File: src/rtl/ats_pkg.sv
package ats_pkg;

    localparam int ATS_ADDR_W   = 6;
    localparam int ATS_DATA_W   = 16;
    localparam int ATS_ADR_PTR  = 32;   // pointer k at 32+k (NUM_TRIG <= 8)
    localparam int ATS_ADR_DLY  = 40;   // delay k at 40+k
    localparam int ATS_ADR_GCFG = 48;
    localparam int ATS_ADR_CTRL = 49;   // bit0 arm reload, bit1 clear overrun

    typedef struct packed {
        logic       last;
        logic       dual;
        logic [1:0] queue;
        logic [3:0] chan;
    } cmd_t;

    typedef struct packed {
        logic seq_mode;
        logic cmd_en;
        logic sync_en;
    } gcfg_t;

    typedef enum logic {
        ST_IDLE,
        ST_ISSUE
    } seq_st_t;

endpackage

File: src/rtl/ats_regs.sv
module ats_regs
    import ats_pkg::*;
#(
    parameter int NT    = 4,
    parameter int DEPTH = 24,
    parameter int PTR_W = 5,
    parameter int DLY_W = 16
) (
    input  logic                            clk,
    input  logic                            rst_n,
    input  logic                            wr_en,
    input  logic [ATS_ADDR_W-1:0]           wr_addr,
    input  logic [ATS_DATA_W-1:0]           wr_data,
    input  logic                            promote,
    output cmd_t  [DEPTH-1:0]               act_list,
    output logic  [NT-1:0][PTR_W-1:0]       act_ptr,
    output logic  [NT-1:0][PTR_W-1:0]       shd_ptr,
    output gcfg_t                           act_cfg,
    output gcfg_t                           shd_cfg,
    output logic  [NT-1:0][DLY_W-1:0]       dly,
    output logic                            armed,
    output logic                            ovr_clr
);

    localparam logic [ATS_ADDR_W-1:0] A_LIST_END = ATS_ADDR_W'(DEPTH);
    localparam logic [ATS_ADDR_W-1:0] A_PTR      = ATS_ADDR_W'(ATS_ADR_PTR);
    localparam logic [ATS_ADDR_W-1:0] A_DLY      = ATS_ADDR_W'(ATS_ADR_DLY);
    localparam logic [ATS_ADDR_W-1:0] A_GCFG     = ATS_ADDR_W'(ATS_ADR_GCFG);
    localparam logic [ATS_ADDR_W-1:0] A_CTRL     = ATS_ADDR_W'(ATS_ADR_CTRL);
    localparam logic [ATS_DATA_W-1:0] D_DEPTH    = ATS_DATA_W'(DEPTH);

    cmd_t [DEPTH-1:0] shd_list;
    logic             ctrl_wr;

    assign ctrl_wr = wr_en && (wr_addr == A_CTRL);
    assign ovr_clr = ctrl_wr && wr_data[1];

    always_ff @(posedge clk or negedge rst_n) begin
        if (!rst_n) begin
            shd_list <= '0;
            act_list <= '0;
            shd_ptr  <= '0;
            act_ptr  <= '0;
            shd_cfg  <= '0;
            act_cfg  <= '0;
            dly      <= '0;
        end else begin
            if (promote) begin
                act_list <= shd_list;
                act_ptr  <= shd_ptr;
                act_cfg  <= shd_cfg;
            end
            if (wr_en) begin
                if (wr_addr < A_LIST_END)
                    shd_list[wr_addr[PTR_W-1:0]] <= cmd_t'(wr_data[7:0]);
                if (wr_addr == A_GCFG)
                    shd_cfg <= gcfg_t'(wr_data[2:0]);
                for (int k = 0; k < NT; k++) begin
                    if (wr_addr == A_PTR + ATS_ADDR_W'(k) && wr_data < D_DEPTH)
                        shd_ptr[k] <= wr_data[PTR_W-1:0];
                    if (wr_addr == A_DLY + ATS_ADDR_W'(k))
                        dly[k] <= wr_data[DLY_W-1:0];
                end
            end
        end
    end

    // arming wins over the clear that a promotion performs
    always_ff @(posedge clk or negedge rst_n) begin
        if (!rst_n)                   armed <= 1'b0;
        else if (ctrl_wr && wr_data[0]) armed <= 1'b1;
        else if (promote)             armed <= 1'b0;
    end

endmodule

File: src/rtl/ats_delay.sv
module ats_delay #(
    parameter int NT    = 4,
    parameter int DLY_W = 16
) (
    input  logic                      clk,
    input  logic                      rst_n,
    input  logic [NT-1:0]             trig_in,
    input  logic                      seq_mode,
    input  logic [NT-1:0][DLY_W-1:0]  dly,
    output logic [NT-1:0]             fire,
    output logic                      drop
);

    localparam int IDX_W = (NT > 1) ? $clog2(NT) : 1;
    localparam logic [IDX_W-1:0] LAST_T = IDX_W'(NT - 1);

    logic [IDX_W-1:0] seq_idx;
    logic [NT-1:0]    ev;
    logic [NT-1:0]    lost;

    always_comb begin
        for (int k = 0; k < NT; k++)
            ev[k] = seq_mode ? (trig_in[0] && seq_idx == IDX_W'(k)) : trig_in[k];
    end

    always_ff @(posedge clk or negedge rst_n) begin
        if (!rst_n)
            seq_idx <= '0;
        else if (seq_mode && trig_in[0])
            seq_idx <= (seq_idx == LAST_T) ? '0 : seq_idx + IDX_W'(1);
    end

    for (genvar g = 0; g < NT; g++) begin : g_lane
        logic [DLY_W-1:0] cnt;
        logic             busy;

        always_ff @(posedge clk or negedge rst_n) begin
            if (!rst_n) begin
                busy <= 1'b0;
                cnt  <= '0;
            end else if (busy) begin
                if (cnt == '0) busy <= 1'b0;
                else           cnt  <= cnt - DLY_W'(1);
            end else if (ev[g]) begin
                busy <= 1'b1;
                cnt  <= dly[g];
            end
        end

        assign fire[g] = busy && (cnt == '0);
        assign lost[g] = busy && ev[g];
    end

    assign drop = |lost;

endmodule

File: src/rtl/adc_trig_seq.sv
module adc_trig_seq
    import ats_pkg::*;
#(
    parameter int NUM_TRIG   = 4,
    parameter int LIST_DEPTH = 24,
    parameter int DLY_W      = 16
) (
    input  logic                  clk,
    input  logic                  rst_n,
    input  logic [NUM_TRIG-1:0]   trig_in,
    input  logic                  reload_evt,
    input  logic                  wr_en,
    input  logic [ATS_ADDR_W-1:0] wr_addr,
    input  logic [ATS_DATA_W-1:0] wr_data,
    input  logic                  cmd_ready,
    output logic                  cmd_valid,
    output logic [3:0]            cmd_chan,
    output logic [1:0]            cmd_queue,
    output logic                  cmd_dual,
    output logic                  cmd_last,
    output logic                  sync_out,
    output logic                  overrun
);

    localparam int PTR_W = $clog2(LIST_DEPTH);
    localparam int IDX_W = (NUM_TRIG > 1) ? $clog2(NUM_TRIG) : 1;
    localparam logic [PTR_W-1:0]    LAST_IDX = PTR_W'(LIST_DEPTH - 1);
    localparam logic [NUM_TRIG-1:0] ONE_T    = NUM_TRIG'(1);

    cmd_t  [LIST_DEPTH-1:0]           act_list;
    logic  [NUM_TRIG-1:0][PTR_W-1:0]  act_ptr, shd_ptr;
    gcfg_t                            act_cfg, shd_cfg, eff_cfg;
    logic  [NUM_TRIG-1:0][DLY_W-1:0]  dly;
    logic                             armed, ovr_clr, promote, drop;
    logic  [NUM_TRIG-1:0]             fire;
    logic                             any_fire, extra_fire;
    logic  [IDX_W-1:0]                sel;
    logic  [PTR_W-1:0]                eff_ptr, ptr_q, ptr_d;
    seq_st_t                          state, state_d;
    cmd_t                             entry;
    logic                             reload_pend, sync_q, ovr_q, ovr_set;

    ats_regs #(.NT(NUM_TRIG), .DEPTH(LIST_DEPTH), .PTR_W(PTR_W), .DLY_W(DLY_W)) u_regs (
        .clk, .rst_n, .wr_en, .wr_addr, .wr_data, .promote,
        .act_list, .act_ptr, .shd_ptr, .act_cfg, .shd_cfg, .dly, .armed, .ovr_clr
    );

    ats_delay #(.NT(NUM_TRIG), .DLY_W(DLY_W)) u_delay (
        .clk, .rst_n, .trig_in, .seq_mode(act_cfg.seq_mode), .dly, .fire, .drop
    );

    // lowest fired index is served
    always_comb begin
        sel = '0;
        for (int k = NUM_TRIG - 1; k >= 0; k--)
            if (fire[k]) sel = IDX_W'(k);
    end

    assign any_fire   = |fire;
    assign extra_fire = (fire & (fire - ONE_T)) != '0;
    assign promote    = (reload_pend || (reload_evt && armed)) && (state == ST_IDLE);
    assign eff_cfg    = promote ? shd_cfg : act_cfg;
    assign eff_ptr    = promote ? shd_ptr[sel] : act_ptr[sel];
    assign entry      = act_list[ptr_q];
    assign ovr_set    = drop || ((state == ST_ISSUE) ? any_fire : extra_fire);

    // next-state logic
    always_comb begin
        state_d = state;
        ptr_d   = ptr_q;
        unique case (state)
            ST_IDLE: begin
                if (any_fire && eff_cfg.cmd_en) begin       // burst start
                    state_d = ST_ISSUE;
                    ptr_d   = eff_ptr;
                end
            end
            ST_ISSUE: begin
                if (cmd_ready) begin
                    if (entry.last || ptr_q == LAST_IDX)
                        state_d = ST_IDLE;                  // burst end
                    else
                        ptr_d = ptr_q + PTR_W'(1);          // advance
                end
            end
            default: state_d = ST_IDLE;
        endcase
    end

    // state register
    always_ff @(posedge clk or negedge rst_n) begin
        if (!rst_n) begin
            state <= ST_IDLE;
            ptr_q <= '0;
        end else begin
            state <= state_d;
            ptr_q <= ptr_d;
        end
    end

    // registered outputs and reload bookkeeping
    always_ff @(posedge clk or negedge rst_n) begin
        if (!rst_n) begin
            reload_pend <= 1'b0;
            sync_q      <= 1'b0;
            ovr_q       <= 1'b0;
        end else begin
            if (promote)                  reload_pend <= 1'b0;
            else if (reload_evt && armed) reload_pend <= 1'b1;
            sync_q <= (state == ST_IDLE) && any_fire && eff_cfg.sync_en;
            if (ovr_set)      ovr_q <= 1'b1;
            else if (ovr_clr) ovr_q <= 1'b0;
        end
    end

    always_comb begin
        cmd_valid = (state == ST_ISSUE);
        cmd_chan  = entry.chan;
        cmd_queue = entry.queue;
        cmd_dual  = entry.dual;
        cmd_last  = entry.last;
        sync_out  = sync_q;
        overrun   = ovr_q;
    end

endmodule

File: config.mk
export PLATFORM = sky130hd
export DESIGN_NAME = adc_trig_seq
export DESIGN_NICKNAME = d
export VERILOG_FILES = /design/src/rtl/ats_pkg.sv /design/src/rtl/ats_regs.sv /design/src/rtl/ats_delay.sv /design/src/rtl/adc_trig_seq.sv
export SDC_FILE = /design/constraint.sdc
export NUM_CORES = 1
export LEC_CHECK = 0
export BUFFER_PORTS_ARGS = -buffer_cell sky130_fd_sc_hd__buf_2
export CAP_MARGIN = 10
export CORE_MARGIN = 2
export CORE_UTILIZATION = 32
export CTS_BUF_LIST = sky130_fd_sc_hd__clkbuf_8
export DETAILED_ROUTE_END_ITERATION = 6
export PLACE_DENSITY = 0.51
export RECOVER_POWER = 25
export SETUP_SLACK_MARGIN = 0.05
export SYNTH_ARGS = -nofsm -noshare
export SYNTH_HDL_FRONTEND = slang
export SYNTH_SLANG_ARGS = --single-unit
File: constraint.sdc
create_clock -name clk -period 6.79 [get_ports clk]
set_input_delay 0.679 -clock clk [delete_from_list [all_inputs] [get_ports clk]]
set_output_delay 0.679 -clock clk [all_outputs]
set_load 0.1 [all_outputs]
==> results.yml, run 1 <==
grt:
  grt_overflow: 0
  grt_max_degree: 199
  grt_use_total_pct: 16.8
  grt_pass1_vias: 17600
  grt_pass1_wl_um: 106000
  antenna_found_initial: 3
floorplanning:
  core-area_sq_mm: 0.0786
  die_w_um: 285
  die_area_sq_mm: 0.0813
  ioPinCount: 42
  fp.dieH_um: 285
  start_util_pct: 32.2
  rows: 103
worst_hold_path:
  hold_start: "cmd_ready"
  holdPathStages: 4
  holdPathEnd: "cmd_valid$_DFF_PN0_"
  hold_path.class: "input pin to register"
yosys:
  ys_ff_latch: 574
  yosysTopAreaCell: "dfrtp_1"
  syn-mean-instance-area_sq_um: 11.0
  seq_area_frac_synth_pct: 56.8
  synth_top_area_share_pct: 56.8
  synth_nets: 2338
  yosysWarnings: 0
  postSynthCellCount: 2294
  synth_ff_type: "dfrtp_1"
  synthTopCellsByArea: "dfrtp_1, mux2_2, nand2_1"
  syn_area_sq_mm: 0.0253
  ys_async_sr_fraction_pct: 100
  synth-edff-count: 0
  synth_cell_types: 70
placed_design:
  dp_slack_ns: 3.07
  globalplace.congestion: 0.838
  dp_cells: 3279
  hpwl_um: 41600
  port-buffer-count: 41
worst_setup_path:
  r2r-end: "u_regs.act_list[150]$_DFFE_PN0P_"
  crit_chain: "mux2i_1, a311o_1, o31ai_1, o21bai_1, buf_2"
  r2r_setup_slack_ns: 2.97
  crit_fanout: 16
  max_stage_delay_ns: 0.92
  worstPathArrival_ns: 3.75
  cp-start-kind: "register"
  critPathKind: "register to output port"
  cp-end-kind: "output port"
  rr_startpoint: "u_regs.armed$_DFFE_PN0P_"
  critPathSlowestCell: "dfrtp_1"
  r2r_cells: 5
  worstPathRequired_ns: 6.11
power_and_ir_drop:
  leakage_nw: 13.9
  ir_worst_vdd_mv: 0.201
  power_density_mw_per_mm2: 316
route:
  vias: 17400
  drtIter0Drc: 1417
  route.detailed.wl_per_inst_um: 19.6
  routed_via_density: 5.06
  drc: 0
  routed_wl_um: 67600
  drtPass1Iterations: 5
  ant_nets: 0
clock_tree:
  cts_tree: "yes"
  cts.clk_slew.worst_paths_ns: 0.06
  cts.sinks: 574
  clock_latency_ns: 0.70
  post_cts_buffers: 0
  cts_buffers: 94
  cts_resized: 0
  htreeDepth: 3
  root_buffer: "clkbuf_8"
  max-clock-path-buffers: 3
sta:
  slew_viol_final: 94
  worst_slew_pin_slew_ns: 3.83
  max_freq_ghz: 0.226
  finalHoldViolations: 0
  clock_skew_ns: 0.0468
  hold_slack_ns: 0.360
  rsz0062_at_grt: "no"
  period_needed_ns: 4.43
  fin_crit_sh_pct: 65.2
  worst_slack_ns: 2.36
  setup_viol: 0
  tns_ns: 0
  slew_headroom_pct: -155
status:
  outcome: "finished, violations left"
  violations: "capacitance limit, slew limit"
cells_and_area:
  synthToLayoutAreaGrowth_pct: 12.6
  final_nets: 2370
  final_cells: 3451
  drive_gt1_share_pct: 23.3
  num-fill-cells: 7863
run:
  drv_cap: 2
cells in the mapped netlist, types with 3 or more instances:
library cell	instances
nand2_1	705
dfrtp_1	574
mux2_2	282
clkbuf_1	107
a21oi_1	70
o21ai_0	68
nor2_1	61
mux4_2	54
o22ai_1	50
nand3_1	48
nor3_1	30
inv_1	28
mux2i_1	21
nor4_1	20
ha_1	13
nor3b_1	12
nand2b_1	11
a22oi_1	9
buf_2	9
nand4_1	7
or3_1	7
or4_1	7
buf_1	6
o31ai_1	6
and3_1	5
buf_6	5
or3b_2	5
and3b_1	4
nand3b_1	4
o21bai_1	4
o22a_2	4
a311oi_1	3
a31oi_1	3
and2_1	3
nor2b_1	3
o211ai_1	3
worst max-delay path, delay by kind of cell, from the launching register on:
family / cells / cell delay [ns]
flops: 1 / 0.92
compound gates: 3 / 1.48
buf+inv: 1 / 0.50
mux: 1 / 0.18
worst max-delay path by stage:
stage,from,end,slack (ns),depth (start not counted)
after detailed placement,ptr_q[0]$_DFFE_PN0P_,cmd_chan[0],3.07,6
final,ptr_q[3]$_DFFE_PN0P_,cmd_last,2.36,5
after floorplan,ptr_q[1]$_DFFE_PN0P_,cmd_queue[1],2.87,6
after global routing,rst_n,u_regs.act_list[22]$_DFFE_PN0P_,1.87,3
after CTS,ptr_q[0]$_DFFE_PN0P_,cmd_chan[0],2.30,6
after global placement,ptr_q[0]$_DFFE_PN0P_,cmd_chan[0],3.07,6
what timing repair did:
item                                    in CTS  in global routing
endpoints found under the hold margin       56                  0
endpoints found under the setup margin       0                  0
hold buffers                                 1                  0
registers in the layout, summed over array words and instances (netlist names), 2 cells and up:
register and cells:
u_regs.shd_ptr 20, ptr_q 5, u_delay.g_lane.cnt 64, u_regs.dly 64, u_regs.shd_cfg 3, u_regs.act_list 192, u_delay.g_lane.busy 4, u_regs.act_ptr 20
u_delay.seq_idx 2, u_regs.shd_list 192, u_regs.act_cfg 3
layout make-up:
type                       instances  area, sq um  area share, %
tap                             1050         1310           4.61
clock inverter                    44          272          0.953
antenna                            6         15.0         0.0527
clock buffer                     121         1670           5.85
inverter                          31          116          0.409
timing repair buffer              63          429           1.51
multi-input combinational       1562        10300           36.2
sequential                       574        14400           50.4
per-layer routing:
layer	global-route usage (%)	share of wire, %	vias to the layer above	wire (um)
met5	0	0.015	-	10
li1	-	-	8004	-
met2	26.8	47	419	31700
met1	23.0	45	8904	30500
met4	5.08	2.4	2	1650
met3	3.51	5.6	116	3820
metrics by stage:
stage	utilization, %	cell area, sq um	total power [mW]
after floorplan	-	25300	5.43
after global placement	33.8	26500	5.89
after detailed placement	33.8	26500	5.95
after CTS	36.2	28500	9.10
after global routing	36.2	28500	9.50
final	36.2	28500	8.99
cell usage in the layout (no fill, tap or decap), drive strengths merged, types with 5 or more instances in the layout:
master | netlist | routed
nand2 | 705 | 705
dfrtp | 574 | 574
mux2 | 282 | 282
clkbuf | 107 | 125
a21oi | 70 | 70
o21ai | 69 | 69
nor2 | 61 | 61
buf | 20 | 58
inv | 30 | 57
mux4 | 54 | 54
o22ai | 50 | 50
nand3 | 48 | 48
nor3 | 30 | 30
nor4 | 22 | 22
mux2i | 21 | 21
clkinv | 1 | 16
ha | 13 | 13
nor3b | 12 | 12
nand2b | 11 | 11
a22oi | 9 | 9
or4 | 9 | 9
nand4 | 8 | 8
or3 | 7 | 7
diode | 0 | 6
o31ai | 6 | 6
or3b | 5 | 5
and3 | 5 | 5
where the power goes:
part,leakage [nW],total [mW],internal (mW),switching [mW]
Sequential,7.65,4.54,4.03,0.508
Combinational,5.14,1.34,0.589,0.752
Clock,1.11,3.11,1.68,1.43
Total,13.9,8.99,6.30,2.69
logic make-up (layout without fill, tap and decap cells):
family | after synthesis | in the layout | synth area share [%]
AOI/OAI and AO/OA | 242 | 242 | 5.77
xor gates and xnor gates | 1 | 1 | 0.0346
adders and majority gates | 14 | 14 | 0.682
buffers and inverters | 158 | 259 | 2.54
DFF | 574 | 574 | 56.8
muxes | 357 | 357 | 18.2
other | 0 | 6 | 0
and+or+nand+nor | 948 | 948 | 16.0
Note: power is estimated with default switching activity, not from simulation.
==> run 2, diff against run 1 <==
==> constraint.sdc (replaced) <==
create_clock -name clk -period 4.55 [get_ports clk]
set_input_delay 0.455 -clock clk [delete_from_list [all_inputs] [get_ports clk]]
set_output_delay 0.455 -clock clk [all_outputs]
set_load 0.1 [all_outputs]
==> results.yml, run 2 (synthesis results as in run 1) <==
sta:
  slew_headroom_pct: -49.6
  clock_skew_ns: 0.0440
  fin_crit_sh_pct: 90.6
  rsz0062_at_grt: "no"
  tns_ns: 0
  period_needed_ns: 4.12
  hold_slack_ns: 0.176
  worst_slack_ns: 0.428
  slew_viol_final: 30
  worst_slew_pin_slew_ns: 2.24
  max_freq_ghz: 0.243
  setup_viol: 0
  finalHoldViolations: 0
worst_setup_path:
  max_stage_delay_ns: 0.94
  worstPathRequired_ns: 4.09
  crit_chain: "buf_4, mux4_2, mux4_2, inv_1, o22ai_1, buf_2"
  crit_path_frequent_cell: "mux4_2"
  cp-start-kind: "register"
  critPathSlowestCell: "dfrtp_4"
  critPathKind: "register to output port"
  crit_fanout: 38
  cp-end-kind: "output port"
  worstPathArrival_ns: 3.67
cells_and_area:
  drive_gt1_share_pct: 23.3
  utilization_pct: 36.2
  final_nets: 2373
  layout_commonest_cell: "nand2_1"
  synthToLayoutAreaGrowth_pct: 12.5
  layout_common_cells: "nand2_1, dfrtp_1, mux2_2, clkbuf_8, a21oi_1"
  largestRegisters: "u_regs.act_list (192), u_regs.shd_list (192)"
worst_hold_path:
  hold_path.class: "input pin to register"
clock_tree:
  cts.sinks: 574
  max-clock-path-buffers: 3
  cts_buffers: 96
  hold_buffers: 1
  clock_latency_ns: 0.70
  cts_tree: "yes"
  cts.clk_slew.worst_paths_ns: 0.05
  post_cts_buffers: 0
  htreeDepth: 3
  root_buffer: "clkbuf_8"
  cts_resized: 0
placed_design:
  hpwl_um: 41400
  globalplace.congestion: 0.818
  port-buffer-count: 41
  dp_slack_ns: 1.05
floorplanning:
  die_area_sq_mm: 0.0813
  core-area_sq_mm: 0.0786
  fp.dieH_um: 285
  start_util_pct: 32.2
  die_w_um: 285
  ioPinCount: 42
  rows: 103
route:
  route.detailed.wl_per_inst_um: 19.6
  routed_wl_um: 67700
  drtPass1Iterations: 5
  drc: 0
  routed_via_density: 5.06
  ant_nets: 0
  drtIter0Drc: 1240
  vias: 17500
power_and_ir_drop:
  leakage_nw: 13.9
  power_density_mw_per_mm2: 468
  ir_worst_vdd_mv: 0.303
status:
  outcome: "finished, violations left"
  violations: "capacitance limit, slew limit"
grt:
  grt_max_degree: 164
  grt_pass1_vias: 17900
  grt_overflow: 0
  antenna_found_initial: 3
  grt_pass1_wl_um: 106000
  grt_use_total_pct: 16.7
run:
  drv_cap: 1
run 2: changes by cell type in the layout (fill, tap and decap cells not counted), moves of 2 or more:
cell / delta
inv_1: +7
buf_4: +3
clkbuf_1: -3
diode_2: -3
clkbuf_8: -2
clkinv_2: -2
clkinv_8: -2
clkinvlp_4: +2
inv_6: +2
run 2: layout make-up:
type,count,area (sq um)
Fill cell,7911,50200
Tap cell,1050,1310
Antenna cell,3,7.51
Clock buffer,119,1640
Clock inverter,50,258
Timing Repair Buffer,64,454
Inverter,31,116
Sequential cell,574,14400
Multi-Input combinational cell,1562,10300
run 2: worst max-delay path: cells and delay by family (launching register included):
| kind | cells | cell delay [ns] |
|---|---|---|
| compound gates | 1 | 0.11 |
| buf+inv | 3 | 0.88 |
| flops | 1 | 0.94 |
| mux | 2 | 1.05 |
run 2: per-stage QoR:
stage / power [mW] / instance area [sq um] / cells
after global placement: 8.80 / 26600 / 3280
after detailed placement: 8.90 / 26600 / 3280
final: 13.3 / 28500 / 3453
after CTS: 13.5 / 28500 / 3450
after floorplan: 8.11 / 25300 / 2294
after global routing: 14.1 / 28500 / 3451
run 2: worst paths after layout:
kind	start	endpoint	slack (ns)	cells after the start
min	trig_in[0]	u_delay.seq_idx[0]$_DFFE_PN0P_	0.18	3
min reg2reg	u_regs.shd_list[30]$_DFFE_PN0P_	u_regs.act_list[30]$_DFFE_PN0P_	0.44	2
min in group asynchronous	rst_n	u_delay.g_lane[3].busy$_DFF_PN0_	0.98	2
max	ptr_q[0]$_DFFE_PN0P_	cmd_queue[0]	0.43	6
max reg2reg	u_delay.g_lane[2].busy$_DFF_PN0_	ptr_q[0]$_DFFE_PN0P_	1.22	8
max in group asynchronous	rst_n	u_regs.act_list[182]$_DFFE_PN0P_	1.80	3
run 2: metal layers:
| metal | share of wire [%] | track usage, % | vias to the layer above |
|---|---|---|---|
| met5 | 0.018 | 0 | - |
| li1 | - | - | 7990 |
| met2 | 47 | 26.8 | 402 |
| met4 | 2.0 | 4.59 | 2 |
| met1 | 46 | 22.9 | 8977 |
| met3 | 5.5 | 3.64 | 97 |
run 2: where the power goes:
part	total, mW	switching (mW)	internal, mW	leakage [nW]
clock network	4.53	2.12	2.41	1.10
logic	2.02	1.13	0.884	5.16
registers	6.78	0.764	6.02	7.65
total	13.3	4.01	9.31	13.9
==> run 3, diff against run 2 <==
--- a/config.mk
+++ b/config.mk
@@ -11,7 +11,7 @@
 export CORE_UTILIZATION = 32
 export CTS_BUF_LIST = sky130_fd_sc_hd__clkbuf_8
 export DETAILED_ROUTE_END_ITERATION = 6
-export PLACE_DENSITY = 0.51
+export PLACE_DENSITY = 0.46
 export RECOVER_POWER = 25
 export SETUP_SLACK_MARGIN = 0.05
 export SYNTH_ARGS = -nofsm -noshare
==> results.yml, run 3 (synthesis results as in run 1) <==
clock_tree:
  root_buffer: "clkbuf_8"
  cts_resized: 0
  cts_tree: "yes"
  clock_latency_ns: 0.71
  post_cts_buffers: 0
  htreeDepth: 3
  cts.clk_slew.worst_paths_ns: 0.06
  cts.sinks: 574
  cts_buffers: 99
  max-clock-path-buffers: 3
placed_design:
  port-buffer-count: 41
  dp_slack_ns: 0.846
  globalplace.congestion: 0.825
  hpwl_um: 42400
  dp_cells: 3288
  placed_area_sq_mm: 0.0266
cells_and_area:
  largestRegisters: "u_regs.act_list (192), u_regs.shd_list (192)"
  layout_common_cells: "nand2_1, dfrtp_1, mux2_2, clkbuf_8, a21oi_1"
  final_cells: 3469
  synthToLayoutAreaGrowth_pct: 13.2
  final_nets: 2384
  layout_commonest_cell: "nand2_1"
  drive_gt1_share_pct: 24.1
  fin_area_sq_mm: 0.0286
  num-fill-cells: 7872
power_and_ir_drop:
  p_clk_share_pct: 35.1
  leakage_nw: 14.0
  ir_worst_vdd_mv: 0.350
  pwr-share-comb_pct: 15.1
  power_density_mw_per_mm2: 473
  sw_frac_of_total_pct: 30.1
  p_seq_share_pct: 49.9
  p_int_mw: 9.47
  power.switching_mw: 4.08
worst_hold_path:
  hold_path.class: "input pin to register"
grt:
  grt_pass1_vias: 18000
  top_usage_layer: "met2"
  grt_overflow: 0
  use_met3_pct: 4.20
  met1_usage_pct: 23.3
  grt_max_degree: 144
  grt_pass1_wl_um: 109000
  antenna_found_initial: 14
  grt_use_total_pct: 17.3
  use_met2_pct: 26.9
worst_setup_path:
  worstPathArrival_ns: 3.69
  cp-start-kind: "register"
  crit_fanout: 42
  critPathKind: "register to output port"
  cp-end-kind: "output port"
  worstPathRequired_ns: 4.09
route:
  vias: 17400
  drc: 0
  route.detailed.wl_per_inst_um: 20.0
  ant_nets: 0
  drtIter0Drc: 1174
  routed_via_density: 5.03
  drtPass1Iterations: 5
  routed_wl_um: 69300
sta:
  rsz0062_at_grt: "no"
  clock_skew_ns: 0.0466
  slew_headroom_pct: -89.5
  max_freq_ghz: 0.241
  finalHoldViolations: 0
  worst_slew_pin_slew_ns: 2.84
  slew_viol_final: 96
  setup_viol: 0
  tns_ns: 0
  fin_crit_sh_pct: 91.1
  hold_slack_ns: 0.129
  worst_slack_ns: 0.403
  period_needed_ns: 4.15
floorplanning:
  start_util_pct: 32.2
  rows: 103
  core-area_sq_mm: 0.0786
  die_w_um: 285
  ioPinCount: 42
  fp.dieH_um: 285
  die_area_sq_mm: 0.0813
run:
  drv_cap: 1
status:
  violations: "capacitance limit, slew limit"
  outcome: "finished, violations left"
[run 3: cell types whose count changed in the layout (fill, tap and decap cells not counted)]
| cell | change |
|---|---|
| clkbuf_8 | +11 |
| inv_12 | +2 |
| bufinv_16 | -1 |
| inv_1 | -6 |
| clkbuf_2 | +2 |
| diode_2 | +1 |
| clkbuf_4 | +1 |
| clkinv_2 | +4 |
| buf_4 | +5 |
| inv_6 | -3 |
[run 3: power groups by stage]
| stage | Clock, mW | Combinational (mW) | Sequential, mW |
|---|---|---|---|
| 2_1_floorplan | 0 | 1.53 | 6.58 |
| 3_3_place_gp | 0 | 2.02 | 6.82 |
| 3_5_place_dp | 0 | 2.07 | 6.83 |
| 4_1_cts | 4.91 | 2.08 | 6.76 |
| 5_1_grt | 5.13 | 2.31 | 6.90 |
| 6_report | 4.75 | 2.04 | 6.76 |
[run 3: timing repair]
| action | CTS | global route |
|---|---|---|
| hold buffers | 1 | 0 |
| setup endpoints to repair | 0 | 0 |
| endpoints found under the hold margin | 91 | 0 |
[run 3: per-stage QoR]
| step | utilization (%) | power [mW] |
|---|---|---|
| after floorplan | - | 8.11 |
| after global placement | 33.9 | 8.83 |
| after global routing | 36.4 | 14.3 |
| after CTS | 36.5 | 13.7 |
| final | 36.4 | 13.5 |
| after detailed placement | 33.9 | 8.91 |
[run 3: critical path, stage by stage, from the launching register on]
cell     delay (ns)
dfrtp_4        1.05
buf_4          0.40
mux4_2         0.52
mux4_2         0.49
inv_1          0.08
o22ai_1        0.10
buf_2          0.34
[run 3: area by class of cell]
type | count | area, sq um | area share, %
antenna | 4 | 10.0 | 0.0349
sequential | 574 | 14400 | 50.2
clock inverter | 46 | 231 | 0.808
clock buffer | 130 | 1790 | 6.25
inverter | 31 | 116 | 0.406
timing repair buffer | 72 | 509 | 1.78
tap | 1050 | 1310 | 4.59
multi-input combinational | 1562 | 10300 | 36.0
[run 3: final timing paths]
| kind | startpoint | end | slack, ns | depth (start not counted) |
|---|---|---|---|---|
| setup reg to reg | u_delay.g_lane[2].cnt[12]$_DFFE_PN0P_ | u_delay.g_lane[2].cnt[12]$_DFFE_PN0P_ | 0.80 | 7 |
| max in group asynchronous | rst_n | u_regs.shd_ptr[8]$_DFFE_PN0P_ | 0.77 | 3 |
| setup / recovery | ptr_q[0]$_DFFE_PN0P_ | cmd_dual | 0.40 | 6 |
| hold / removal | cmd_ready | cmd_valid$_DFF_PN0_ | 0.13 | 4 |
| min in group asynchronous | rst_n | u_regs.dly[56]$_DFFE_PN0P_ | 1.19 | 2 |
| hold reg to reg | u_regs.shd_list[48]$_DFFE_PN0P_ | u_regs.act_list[48]$_DFFE_PN0P_ | 0.45 | 2 |
[run 3: metal layers]
layer | share of wire (%) | vias up | wire length (um)
met3 | 5.4 | 159 | 3750
met2 | 45 | 384 | 31500
li1 | - | 8030 | -
met5 | 0.13 | - | 88
met1 | 45 | 8856 | 31500
met4 | 3.6 | 14 | 2530
